[src/rtl/conv_sym_gen.sv]
module conv_sym_gen #(
  parameter int KMAX = 9,
  parameter int KMIN = 3,
  parameter int NOUT = 4,
  localparam int SW = KMAX - 1,
  localparam int KW = $clog2(KMAX + 1)
) (
  input  logic                 clk,
  input  logic                 rst_n,
  input  logic                 start,
  input  logic [KW-1:0]        cfg_k,
  input  logic [1:0]           cfg_rate,
  input  logic [NOUT*KMAX-1:0] cfg_poly,
  output logic                 sym_valid,
  input  logic                 sym_ready,
  output logic [SW-1:0]        sym_state,
  output logic                 sym_bit,
  output logic [NOUT-1:0]      sym_code,
  output logic                 done
);

  logic [KW-1:0]        k_q;
  logic [1:0]           rate_q;
  logic [NOUT*KMAX-1:0] poly_q;
  logic [KMAX-1:0]      idx;
  logic                 busy_q, done_q;

  logic [KW-1:0] k_in;
  assign k_in = (cfg_k < KW'(KMIN)) ? KW'(KMIN) :
                (cfg_k > KW'(KMAX)) ? KW'(KMAX) : cfg_k;

  logic [KMAX-1:0] mask, regv, last_idx;
  assign mask     = {KMAX{1'b1}} >> (KMAX - int'(k_q));
  assign last_idx = mask;
  assign regv     = ({{(KMAX-1){1'b0}}, idx[0]} << (k_q - 1'b1)) | {1'b0, idx[KMAX-1:1]};

  for (genvar j = 0; j < NOUT; j++) begin : g_sym
    assign sym_code[j] = (int'(rate_q) + 2 > j) && (^(poly_q[j*KMAX +: KMAX] & mask & regv));
  end

  logic accept, last;
  assign accept = busy_q & sym_ready;
  assign last   = (idx == last_idx);

  always_ff @(posedge clk) begin
    if (!rst_n) begin
      k_q    <= KW'(KMIN);
      rate_q <= '0;
      poly_q <= '0;
      idx    <= '0;
      busy_q <= 1'b0;
      done_q <= 1'b0;
    end else begin
      done_q <= 1'b0;
      if (!busy_q && start) begin
        k_q    <= k_in;
        rate_q <= cfg_rate;
        poly_q <= cfg_poly;
        idx    <= '0;
        busy_q <= 1'b1;
      end else if (accept) begin
        if (last) begin
          busy_q <= 1'b0;
          done_q <= 1'b1;
        end else begin
          idx <= idx + 1'b1;
        end
      end
    end
  end

  assign sym_valid = busy_q;
  assign sym_state = idx[KMAX-1:1];
  assign sym_bit   = idx[0];
  assign done      = done_q;

endmodule

[config.mk]
export PLATFORM = sky130hd
export DESIGN_NAME = conv_sym_gen
export DESIGN_NICKNAME = d
export VERILOG_FILES = /design/src/rtl/conv_sym_gen.sv
export SDC_FILE = /design/constraint.sdc
export NUM_CORES = 1
export LEC_CHECK = 0
export BUFFER_PORTS_ARGS = -buffer_cell sky130_fd_sc_hd__buf_2
export CAP_MARGIN = 30
export CORE_MARGIN = 4
export CORE_UTILIZATION = 50
export DETAILED_ROUTE_END_ITERATION = 10
export PLACE_DENSITY_LB_ADDON = 0.1
export SETUP_SLACK_MARGIN = 0.2
export SLEW_MARGIN = 20
export SYNTH_ARGS = -nofsm -noshare
export SYNTH_HDL_FRONTEND = slang
export SYNTH_SLANG_ARGS = --single-unit
export TNS_END_PERCENT = 30
[constraint.sdc]
create_clock -name clk -period 3.8 [get_ports clk]
set_clock_uncertainty 0.15 [all_clocks]
set_input_delay 0.57 -clock clk [delete_from_list [all_inputs] [get_ports clk]]
set_output_delay 0.57 -clock clk [all_outputs]
set_load 0.05 [all_outputs]
* Yosys cells after proc, flatten, opt, wreduce, memory -nomap -nowiden *
Index checks and enable logic that the tools add are counted.

storage, ports and cells
  input port bits = 46
  bits in registers = 53
  output and inout port bits = 15
  word-level logic and storage cells = 54

cells by class
  shifts and indexed selects = 2
  reduce and logical (&&, ||, !) cells = 16
  bitwise operators = 13
  order comparisons = 6
  equality and inequality tests = 1
  add/subtract/negate cells = 4
  mux-type cells = 6

operators with widths
  cell                                                                    number
  9-bit bitwise AND                                                       8
  9-bit XOR reduction                                                     4
  32-bit by 1-bit > comparator with 1-bit output (second input constant)  1
  32-bit by 2-bit > comparator with 1-bit output (second input constant)  1
  32-bit by 3-bit > comparator with 1-bit output (second input constant)  1
  9-bit by 32-bit right shift with 9-bit output (first input constant)    1
  9-bit by 1-bit adder with 9-bit output (second input constant)          1
  9-bit equality test                                                     1
  9-bit by 8-bit bitwise OR with 9-bit output                             1
  1-bit by 4-bit left shift with 9-bit output                             1
  4-bit 2-to-1 mux                                                        2
  1-bit logical AND                                                       5
  4-bit by 4-bit subtractor with 5-bit output (first input constant)      1
  4-bit > comparator (second input constant)                              1
  4-bit by 2-bit < comparator with 1-bit output (second input constant)   1
  1-bit 2-to-1 mux                                                        4
  2-bit AND reduction                                                     2
  2-bit nonzero test                                                      2
  4-bit by 1-bit subtractor with 4-bit output (second input constant)     1
  2-bit by 2-bit adder with 3-bit output (second input constant)          1
  3-bit by 2-bit > comparator with 1-bit output (second input constant)   1
  1-bit inverter                                                          3
  3-bit OR reduction                                                      1
  2-bit OR reduction                                                      1
  2 further kinds                                                         2

* Depth between registers and ports, before layout *
  depth in word-level cells = 6
  depth in mapped cells = 12
  gate-level depth less buffers = 10

* Worst setup path before layout *
Ideal clock, no wire load.

  path kind = reg-to-output
  from = register k_q[1]
  to = output sym_code[2]
  setup slack = -551 ps
  data required time = 3080 ps
  arrival = 3631 ps
  stages on the path, launching flop included = 13
  path through = dfxtp_1 -> clkbuf_1 -> inv_1 -> ha_1 -> ha_1 -> buf_2 -> or2_2 -> a221o_1 -> a211oi_2 -> nand2_1 -> xnor3_1 -> o21bai_1 -> mux2i_1

between the ends
  cells in the longest elaborated chain, start to end = 6
  elaborated cells between the ends (all ways) = 9
  those cells by class = add/sub (2); shift (2); bitwise (3); reduce/logical (2)

RTL lines
  item                                                                                                          line    RTL
  from (decl)                                                                                                   22      logic [KW-1:0] k_q;
  from (signal assigned)                                                                                        47      k_q <= KW'(KMIN);
  from (signal assigned)                                                                                        56      k_q <= k_in;
  4-bit by 4-bit subtractor with 5-bit output or 4-bit by 1-bit subtractor with 4-bit output (tied branches)    33, 35
  9-bit by 32-bit right shift with 9-bit output or 1-bit by 4-bit left shift with 9-bit output (tied branches)  33, 35
  9-bit bitwise AND or 9-bit by 8-bit bitwise OR with 9-bit output (tied branches)                              38, 35
  9-bit bitwise AND *                                                                                           38      assign sym_code[j] = (int'(rate_q) + 2 > j) && (^(poly_q[j*KMAX +: KMAX] & mask & regv));
  9-bit XOR reduction *                                                                                         38
  1-bit logical AND *                                                                                           38
  to (decl)                                                                                                     18      output logic [NOUT-1:0] sym_code,

Every way passes the cells marked *; elsewhere a longest branch is shown, timed or not.

* Final worst setup path *
Ends and elaborated chain as after synthesis.

==> flow_summary.ini <==
[clock_network]
cts_buffers = 5
cts_sinks = 53
clockBufferDepth = 2
clkTransAtPathRegs_ns = 0.10
cts_tree = built
cts_hold_buf = 0
htree_levels = 2
clk_latency_ns = 0.32
ctsRootBufferMaster = clkbuf_8

[global_routing]
grt-ovfl-total = 0
grt_pass1_wl_um = 13600
grt_pass1_vias = 2777
grt_max_degree = 47
grt.total_usage_pct = 22.5
antenna_found_initial = 0

[logic_synthesis]
yosysUniqueCellTypes = 51
syn_area_sq_mm = 0.00319
ys_seq_area_share_pct = 33.2
async_flop_share_pct = 0
synth_top_family_by_area = simple AND/OR/NAND/NOR gates
synth_flop_cell = dfxtp_1
synth_area_per_cell_sq_um = 8.02
synth_xor_area_share_pct = 11.1
synth_cells = 398
synth.area.mux_share_pct = 2.94
synthAdderAreaFrac_pct = 1.96
synth-edff-count = 0
syn_nets = 449
yosys.area_share.simple_pct = 25.4
synth_compound_area_share_pct = 21.4
ys_ff_latch = 53
yosys_warnings = 0

[worst_setup_path]
crit_path_end_kind = output pin
critPathKind = register to output pin
required_ns = 3.08
crit_fanout = 5
critPathArrivalTime_ns = 2.98
cp-start-kind = register

[detailed_routing]
vias_per_cell = 5.54
firstDrtPassIters = 4
post-route-drc-count = 0
vias = 3010
drt-initial-drc-count = 161
wire_per_inst_um = 15.4
ant_nets = 0
drt-total-wl_um = 8360

[timing]
tns_ns = 0
slew_headroom_pct = 53.8
setup_ws_ns = 0.0968
hold_viol = 0
report.final.slew_viol_count = 0
finalCritPeriodShare_pct = 97.5
rsz0062_at_grt = yes
max_freq_mhz = 270
period_needed_ns = 3.70
holdWs_ns = 0.320
tightest_slew_ns = 0.692
setup_viol = 0

[layout]
fin_cells = 543
final_nets = 518
final_cell_mix = 105 x nand2_1, 56 x buf_2, 50 x dfxtp_1, 41 x a21boi_0, 25 x buf_4
antenna_cells = 0
layout_commonest_cell = nand2_1
drive_above_1_share_pct = 28.0
fin_util_pct = 65.5
area_growth_pct = 24.4

[placed_design]
port-buffer-count = 60
dp_hpwl_um = 5960
dpl.cell_count = 525
gp_congestion = 0.907
dpl_worst_slack_ns = 0.0552

[die]
die_w_um = 87.9
dieArea_sq_mm = 0.00773
chipHeight_um = 87.9
start_util_pct = 52.7
coreArea_sq_mm = 0.00606
rows = 28
io-pin-count = 61

[min_path]
holdCritPathClass = register to register

[power]
p_leak_uw = 0.00158
powerDensity_mw_per_mm2 = 312
ir_drop_mv = 0.218

[run_status]
status = complete, no violations

[job]
maxCapViolations = 0
[critical path: stages, from the launching register on]
cell	delay, ns
dfxtp_2	0.37
inv_4	0.06
ha_4	0.23
or3b_4	0.38
mux2i_4	0.23
buf_6	0.13
a31o_4	0.19
nand3_2	0.09
xor2_1	0.14
xnor3_1	0.43
mux2i_4	0.25
buf_6	0.18
[per-layer routing]
layer  vias to the layer above  global-route usage (%)  part of all wire [%]
li1                       1499                       -                     -
met1                      1375                    30.2                    44
met2                       113                    35.5                    45
met3                        23                    4.42                   6.9
met4                         0                    8.79                   3.3
met5                         -                       0                     0
[where the power goes]
part	switching (uW)	leakage [uW]	internal (uW)
Sequential	20.7	0.000434	586
Clock	201	0.0000478	151
Combinational	158	0.00110	125
[path summary, 6_finish.rpt]
check                  start     endpoint  slack [ns]  depth (start not counted)
setup / recovery      k_q[1]  sym_code[2]         0.1                         11
hold / removal    poly_q[19]   poly_q[19]        0.32                          2
setup reg to reg      k_q[1]       idx[1]        0.87                         11
hold reg to reg   poly_q[19]   poly_q[19]        0.32                          2
[per-stage QoR]
stage               power (uW)  instance area (sq um)
finish                    1240                   3970
global route              1300                   3970
CTS                       1240                   3890
detailed placement         860                   3660
global placement           855                   3660
floorplan                  779                   3260
[cell families (layout without fill, tap and decap cells)]
kind of cell	after synthesis	count (layout)
mux	8	8
flops	53	53
fa+ha+maj	5	5
compound gates	94	94
buf+inv	32	102
xor+xnor	31	31
simple gates	175	175
[cell usage after synthesis, drive strengths merged (2+ instances only)]
cell type / instances / share of area, %
and3: 4 / 0.78
nand2: 105 / 12
a21boi: 43 / 11
o211ai: 2 / 0.47
or3: 6 / 1.2
and2: 3 / 0.59
nand4: 9 / 1.8
nand2b: 3 / 0.59
dfxtp: 53 / 33
ha: 5 / 2.0
clkbuf: 19 / 2.2
nor3: 3 / 0.47
a31oi: 4 / 0.78
xnor3: 6 / 4.2
o21a: 5 / 1.2
inv: 9 / 1.1
xnor2: 15 / 4.1
nor2b: 3 / 0.59
o21ai: 12 / 2.0
and3b: 2 / 0.55
a211oi: 2 / 0.78
a21oi: 14 / 2.3
mux2i: 7 / 2.6
nor3b: 4 / 1.1
or2: 2 / 0.39
buf: 4 / 0.71
xor2: 10 / 2.7
a31o: 2 / 0.55
nor2: 15 / 1.8
nand3: 7 / 1.1
nand3b: 7 / 1.6
[registers in the layout, summed over array words and instances, names as in the netlist]
signal / flops
k_q: 4
done: 1
idx: 9
sym_valid: 1
poly_q: 36
rate_q: 2
[timing repair]
action                                  CTS  global route
cloned                                    0             0
endpoints found under the setup margin    4             4
resized for setup                        24             9
hold endpoints to repair                  0             0
pin swaps                                12             6
buffers inserted                          4             6
[layout make-up]
type | count | area, sq um
clock buffer | 6 | 82.6
clock inverter | 2 | 16.3
fill | 532 | 2090
inverter | 9 | 36.3
multi-input combinational | 313 | 2160
sequential | 53 | 1060
tap | 75 | 93.8
timing repair buffer | 85 | 513
Note: power is estimated with default switching activity, not from simulation.
